<file path="src/rtl/itv_pkg.sv">
package itv_pkg;

  typedef enum logic [2:0] {
    RA_PERIOD = 3'd0,
    RA_DIVIDE = 3'd1,
    RA_CTRL   = 3'd2,
    RA_STATUS = 3'd3,
    RA_COUNT  = 3'd4,
    RA_PRESC  = 3'd5
  } reg_addr_e;

  localparam int ADDR_W      = 3;
  localparam int CTL_HALT    = 0;
  localparam int CTL_IRQ_EN  = 1;
  localparam int CTL_RELOAD  = 2;
  localparam int STS_FLAG    = 0;

endpackage

</file>
<file path="src/rtl/itv_prescaler.sv">
module itv_prescaler #(
  parameter int PRE_W = 16
) (
  input  logic             clk,
  input  logic             rst_n,
  input  logic             tick_en,
  input  logic             halt,
  input  logic             reload_req,
  input  logic [PRE_W-1:0] divider,
  output logic [PRE_W-1:0] pre_count,
  output logic             step
);

  function automatic logic [PRE_W-1:0] pre_next(input logic [PRE_W-1:0] cur,
                                                 input logic [PRE_W-1:0] div);
    return (cur == '0) ? div : cur - 1'b1;
  endfunction

  logic live_tick;
  assign live_tick = tick_en && !halt && !reload_req;
  assign step      = live_tick && (pre_count == '0);

  always_ff @(posedge clk or negedge rst_n) begin
    if (!rst_n)          pre_count <= '0;
    else if (reload_req) pre_count <= divider;
    else if (live_tick)  pre_count <= pre_next(pre_count, divider);
  end

  // halted prescaler keeps its value unless a reload arrives
  a_r8_pre_frozen: assert property (@(posedge clk) disable iff (!rst_n)
    (halt && !reload_req) |=> $stable(pre_count));

  // enabled clock with a nonzero count steps the prescaler down by one
  a_r3_pre_down: assert property (@(posedge clk) disable iff (!rst_n)
    (tick_en && !halt && !reload_req && pre_count != '0) |=> pre_count == $past(pre_count) - 1'b1);

  // reload takes the divider
  a_r7_pre_load: assert property (@(posedge clk) disable iff (!rst_n)
    reload_req |=> pre_count == $past(divider));

endmodule

</file>
<file path="src/rtl/itv_counter.sv">
module itv_counter #(
  parameter int          CNT_W        = 32,
  parameter logic [CNT_W-1:0] RESET_PERIOD = '1
) (
  input  logic             clk,
  input  logic             rst_n,
  input  logic             step,
  input  logic             reload_req,
  input  logic [CNT_W-1:0] period,
  output logic [CNT_W-1:0] count,
  output logic             expire
);

  function automatic logic [CNT_W-1:0] cnt_next(input logic [CNT_W-1:0] cur,
                                                 input logic [CNT_W-1:0] per);
    return (cur == '0) ? per : cur - 1'b1;
  endfunction

  assign expire = step && !reload_req && (count == '0);

  always_ff @(posedge clk or negedge rst_n) begin
    if (!rst_n)          count <= RESET_PERIOD;
    else if (reload_req) count <= period;
    else if (step)       count <= cnt_next(count, period);
  end

  // without a step or reload the count holds
  a_r2_hold: assert property (@(posedge clk) disable iff (!rst_n)
    (!step && !reload_req) |=> $stable(count));

  // a step on a nonzero count is a decrement by one
  a_r2_dec: assert property (@(posedge clk) disable iff (!rst_n)
    (step && !reload_req && count != '0) |=> count == $past(count) - 1'b1);

  // period end refills from the period register
  a_r4_wrap: assert property (@(posedge clk) disable iff (!rst_n)
    expire |=> count == $past(period));

  // reload strobe loads the period
  a_r7_cnt_load: assert property (@(posedge clk) disable iff (!rst_n)
    reload_req |=> count == $past(period));

endmodule

</file>
<file path="src/rtl/itv_regs.sv">
module itv_regs
  import itv_pkg::*;
#(
  parameter int          CNT_W        = 32,
  parameter int          PRE_W        = 16,
  parameter logic [CNT_W-1:0] RESET_PERIOD = '1
) (
  input  logic              clk,
  input  logic              rst_n,
  input  logic              wr_en,
  input  logic [ADDR_W-1:0] wr_addr,
  input  logic [CNT_W-1:0]  wr_data,
  input  logic [ADDR_W-1:0] rd_addr,
  input  logic              expire,
  input  logic [CNT_W-1:0]  count,
  input  logic [PRE_W-1:0]  pre_count,
  output logic [CNT_W-1:0]  period,
  output logic [PRE_W-1:0]  divider,
  output logic              halt,
  output logic              irq_en,
  output logic              reload_req,
  output logic              ovf_flag,
  output logic [CNT_W-1:0]  rd_data
);

  localparam int PAD_W = CNT_W - PRE_W;

  function automatic logic [CNT_W-1:0] widen(input logic [PRE_W-1:0] v);
    return {{PAD_W{1'b0}}, v};
  endfunction

  logic wr_period, wr_divide, wr_ctrl, wr_status, flag_clear;
  assign wr_period  = wr_en && (wr_addr == RA_PERIOD);
  assign wr_divide  = wr_en && (wr_addr == RA_DIVIDE);
  assign wr_ctrl    = wr_en && (wr_addr == RA_CTRL);
  assign wr_status  = wr_en && (wr_addr == RA_STATUS);
  assign flag_clear = wr_status && wr_data[STS_FLAG];
  assign reload_req = wr_ctrl && wr_data[CTL_RELOAD];

  always_ff @(posedge clk or negedge rst_n) begin
    if (!rst_n) begin
      period  <= RESET_PERIOD;
      divider <= '0;
      halt    <= 1'b1;
      irq_en  <= 1'b0;
    end else begin
      if (wr_period) period  <= wr_data;
      if (wr_divide) divider <= wr_data[PRE_W-1:0];
      if (wr_ctrl) begin
        halt   <= wr_data[CTL_HALT];
        irq_en <= wr_data[CTL_IRQ_EN];
      end
    end
  end

  always_ff @(posedge clk or negedge rst_n) begin
    if (!rst_n)          ovf_flag <= 1'b0;
    else if (expire)     ovf_flag <= 1'b1;
    else if (flag_clear) ovf_flag <= 1'b0;
  end

  always_comb begin
    rd_data = '0;
    case (rd_addr)
      RA_PERIOD: rd_data = period;
      RA_DIVIDE: rd_data = widen(divider);
      RA_CTRL: begin
        rd_data[CTL_HALT]   = halt;
        rd_data[CTL_IRQ_EN] = irq_en;
      end
      RA_STATUS: rd_data[STS_FLAG] = ovf_flag;
      RA_COUNT:  rd_data = count;
      RA_PRESC:  rd_data = widen(pre_count);
      default:   rd_data = '0;
    endcase
  end

  // flag is set by a period end
  a_r6_flag_set: assert property (@(posedge clk) disable iff (!rst_n)
    expire |=> ovf_flag);

  // flag stays set until a one is written to it
  a_r6_flag_sticky: assert property (@(posedge clk) disable iff (!rst_n)
    (ovf_flag && !flag_clear) |=> ovf_flag);

  // the reload bit never reads back as one
  a_r7_reads_zero: assert property (@(posedge clk) disable iff (!rst_n)
    (rd_addr == RA_CTRL) |-> !rd_data[CTL_RELOAD]);

endmodule

</file>
<file path="src/rtl/itv_timer_top.sv">
module itv_timer_top
  import itv_pkg::*;
#(
  parameter int          CNT_W        = 32,
  parameter int          PRE_W        = 16,
  parameter logic [CNT_W-1:0] RESET_PERIOD = '1
) (
  input  logic              clk,
  input  logic              rst_n,
  input  logic              tick_en,
  input  logic              wr_en,
  input  logic [ADDR_W-1:0] wr_addr,
  input  logic [CNT_W-1:0]  wr_data,
  input  logic [ADDR_W-1:0] rd_addr,
  output logic [CNT_W-1:0]  rd_data,
  output logic              irq_pulse
);

  logic [CNT_W-1:0] period, count;
  logic [PRE_W-1:0] divider, pre_count;
  logic halt, irq_en, reload_req, ovf_flag, step, expire;

  itv_regs #(.CNT_W(CNT_W), .PRE_W(PRE_W), .RESET_PERIOD(RESET_PERIOD)) u_regs (
    .clk(clk), .rst_n(rst_n), .wr_en(wr_en), .wr_addr(wr_addr), .wr_data(wr_data),
    .rd_addr(rd_addr), .expire(expire), .count(count), .pre_count(pre_count),
    .period(period), .divider(divider), .halt(halt), .irq_en(irq_en),
    .reload_req(reload_req), .ovf_flag(ovf_flag), .rd_data(rd_data)
  );

  itv_prescaler #(.PRE_W(PRE_W)) u_pre (
    .clk(clk), .rst_n(rst_n), .tick_en(tick_en), .halt(halt),
    .reload_req(reload_req), .divider(divider), .pre_count(pre_count), .step(step)
  );

  itv_counter #(.CNT_W(CNT_W), .RESET_PERIOD(RESET_PERIOD)) u_cnt (
    .clk(clk), .rst_n(rst_n), .step(step), .reload_req(reload_req),
    .period(period), .count(count), .expire(expire)
  );

  always_ff @(posedge clk or negedge rst_n) begin
    if (!rst_n) irq_pulse <= 1'b0;
    else        irq_pulse <= expire && irq_en;
  end

  // a pulse only follows a period end
  a_r5_cause: assert property (@(posedge clk) disable iff (!rst_n)
    irq_pulse |-> $past(expire));

  // a pulse only when interrupts were enabled
  a_r5_gated: assert property (@(posedge clk) disable iff (!rst_n)
    irq_pulse |-> $past(irq_en));

  // halted main counter keeps its value unless reloaded
  a_r8_cnt_frozen: assert property (@(posedge clk) disable iff (!rst_n)
    (halt && !reload_req) |=> $stable(count));

endmodule

</file>
<file path="config.mk">
export PLATFORM = sky130hd
export DESIGN_NAME = itv_timer_top
export DESIGN_NICKNAME = d
export VERILOG_FILES = /design/src/rtl/itv_pkg.sv /design/src/rtl/itv_prescaler.sv /design/src/rtl/itv_counter.sv /design/src/rtl/itv_regs.sv /design/src/rtl/itv_timer_top.sv
export SDC_FILE = /design/constraint.sdc
export NUM_CORES = 1
export LEC_CHECK = 0
export CORE_MARGIN = 2
export CORE_UTILIZATION = 35
export DETAILED_ROUTE_END_ITERATION = 10
export PLACE_DENSITY = 0.55
export REMOVE_ABC_BUFFERS = 1
export SLEW_MARGIN = 0
export SYNTH_ARGS = -nofsm -noshare
export SYNTH_HDL_FRONTEND = slang
export SYNTH_SLANG_ARGS = --single-unit
export TNS_END_PERCENT = 50
</file>
<file path="constraint.sdc">
create_clock -name clk -period 2.2 [get_ports clk]
set_input_delay 0.33 -clock clk [delete_from_list [all_inputs] [get_ports clk]]
set_output_delay 0.33 -clock clk [all_outputs]
set_load 0.02 [all_outputs]
</file>
==> qor.yml <==
run_status: "finished, violations left"
violations: "hold timing, setup timing"
leakagePower_nw: 3.52
crit_chain: "or3_4, or2_4, or4_4, buf_8, a21oi_4, a41oi_2, o22a_1"
r2r_slack_ns: -0.1
pin_count: 75
p_clk_frac: 0.259
cp_slowest_cell: "or4_4"
viasPerCell: 5.63
synth_common_cells: "dfstp_2 (65), mux2_2 (47), nand2_1 (44)"
cts_root_buf: "clkbuf_16"
antenna_found_initial: 0
hold_viol: 6
reg2reg_depth: 7
utilization: 0.528
ys_seq_area_frac: 0.449
cp.required_ns: 2.48
crit_path_start_kind: "flop"
yosys_warnings: 0
drv_cap: 0
worstReg2RegStart: "u_cnt.count[25]"
avgSynthCellArea_um2: 9.94
hold_buffers: 0
synthTopCellsByArea: "dfstp_2 (30%), dfrtp_1 (15%), mux2_2 (9.2%)"
synth-seq-cells: 100
dp_hpwl_mm: 13.8
critPathCaptureType: "flop"
path_max_fanout: 6
die_area_um2: 17500
syn_area_um2: 5760
cts_tree: "done"
placed_area_um2: 7780
start_util: 0.360
port_buffers: 74
dp.cells: 966
row_count: 46
seqPwrFrac: 0.427
holdWs_ns: -0.00501
cts_made_buffers: 9
timing.fmax_ghz: 0.435
yosysTopAreaCell: "dfstp_2"
setup_viol: 16
num_vias: 5592
r2r_end: "u_cnt.count[19]"
cts.htree.levels: 3
grt_max_degree: 101
worstMarginPinSlew_ns: 0.583
wirelength_mm: 19.5
track_usage: 0.224
power_frac_comb: 0.315
timing.final.crit_share: 1.04
netlist_instances: 579
synthArstFlopShare: 1.00
hp-class: "in2async"
timing.final.crit_period_ns: 2.30
insertion_delay_ns: 0.36
core-area_um2: 16000
clk_pin_slew_ns: 0.07
drt_iter0_drc: 396
gp_congestion: 0.854
grt_first_pass_wirelength_mm: 31.1
worstSetupStartpoint: "u_cnt.count[25]"
fin_nets: 818
timing.slew.headroom: 0.611
crit_type: "reg2reg"
yosysMostFrequentCell: "dfstp_2"
cp.arrival_ns: 2.58
dr.pass1.iters: 4
layout_setup_ws_ns: -0.0975
clock-sinks: 100
ir_worst_vdd_mv: 0.445
synth_edf_count: 0
synth_top_area_frac: 0.297
first_global_vias: 5838
area_growth_pct: 46.7
final_cell_count_no_fill: 993
ys_types: 67
ant_nets: 0
rsz0062_at_grt: "yes"
die_w_um: 132
pre_cts_ws_ns: -0.424
ys.flop_type: "dfstp_2"
n_antenna_cell: 0
grt_overflow_total: 0
netSwitchingFraction: 0.320
finalInstanceArea_um2: 8440
drv_slew: 0
drive_gt1_frac: 0.435
critPathMaxStageDelay_ns: 0.61
drcViolationCount: 0
clk_path_buf_depth: 2
num-fill-cells: 1500
power_density_nw_per_um2: 768
netSwitchingPower_mw: 2.07
wl_per_cell_um: 19.7
p_int_mw: 4.41
die_height_um: 132
skew_ns: 0.0152
[logic make-up (layout without fill, tap and decap cells)]
| logic type | after synthesis | in the layout | synth area share |
|---|---|---|---|
| muxes | 52 | 52 | 0.103 |
| buffers and inverters | 52 | 249 | 0.0376 |
| DFF | 100 | 100 | 0.449 |
| adders and majority gates | 4 | 4 | 0.00869 |
| and+or+nand+nor | 193 | 194 | 0.177 |
| AOI/OAI and AO/OA | 178 | 178 | 0.225 |
[sequential cells by signal, summed over array words and instances, names as in the netlist]
name	cells
u_pre.pre_count	16
u_regs.divider	16
u_regs.period	32
u_regs.halt	1
u_regs.irq_en	1
u_cnt.count	32
irq_pulse	1
u_regs.ovf_flag	1
[per-layer routing]
layer / global-route usage / vias up / wire (µm)
li1: - / 2613 / -
met1: 0.296 / 2828 / 8740
met2: 0.379 / 136 / 9710
met3: 0.0427 / 15 / 841
met4: 0.0550 / 0 / 235
met5: 0 / - / 0
[placed cells by master (no fill, tap or decap), types with 7 or more instances in the layout]
cell and n:
a21oi_1 21, a221o_1 16, a22o_1 31, buf_12 10, buf_4 125, buf_6 10, clkbuf_16 9, clkdlybuf4s50_1 38
dfrtp_1 35, dfstp_2 65, dlygate4sd2_1 23, inv_1 13, mux2_2 47, nand2_1 39, nand3_1 20, nand4_1 9
nor2_1 36, nor3_1 19, o21a_1 7, o21ai_0 22, o21ai_1 12
[worst max-delay path, delay by kind of cell (launching register included)]
family	cells	cell delay, ns
compound gates	3	0.40
buf+inv	1	0.20
flops	1	0.37
simple gates	3	1.24
[power groups by stage]
stage               combinational (mW)  sequential, mW  clock, mW
global route                      2.22            2.81       1.79
detailed placement                1.97            2.74          0
floorplan                        0.892            2.71          0
global placement                  1.93            2.73          0
CTS                               1.98            2.75       1.73
finish                            2.04            2.77       1.68
[worst max-delay path by stage]
stage	end	slack [ns]	cells past startpoint
3_3_place_gp	rd_data[15]	-0.38	6
3_5_place_dp	rd_data[12]	-0.42	6
5_1_grt	u_cnt.count[19]	-0.14	7
2_1_floorplan	u_regs.period[10]	-2.22	2
6_report	u_cnt.count[19]	-0.1	7
4_1_cts	u_pre.pre_count[13]	-0.05	7
[area by class of cell]
class / instances / area (µm²) / share of cell area
clock inverters: 4 / 56.3 / 0.00667
clock buffers: 12 / 256 / 0.0304
multi-input cells: 428 / 3260 / 0.386
repair buffers: 220 / 1970 / 0.233
flip-flops and latches: 100 / 2580 / 0.306
well taps: 216 / 270 / 0.0320
inverters: 13 / 48.8 / 0.00578
[what timing repair did]
action	4_1_cts	5_1_grt
setup buffers	1	8
pin swaps	7	19
cloned	1	1
setup endpoints to repair	66	47
gates resized for setup	63	67
[metrics by stage]
| step | power, mW | TNS (ns) |
|---|---|---|
| after global placement | 4.66 | -16.74 |
| after floorplan | 3.61 | -109.45 |
| after detailed placement | 4.71 | -18.25 |
| after global routing | 6.82 | -1.49 |
| after CTS | 6.46 | -0.179 |
| final | 6.48 | -0.688 |
(Power assumes the default switching activity.)
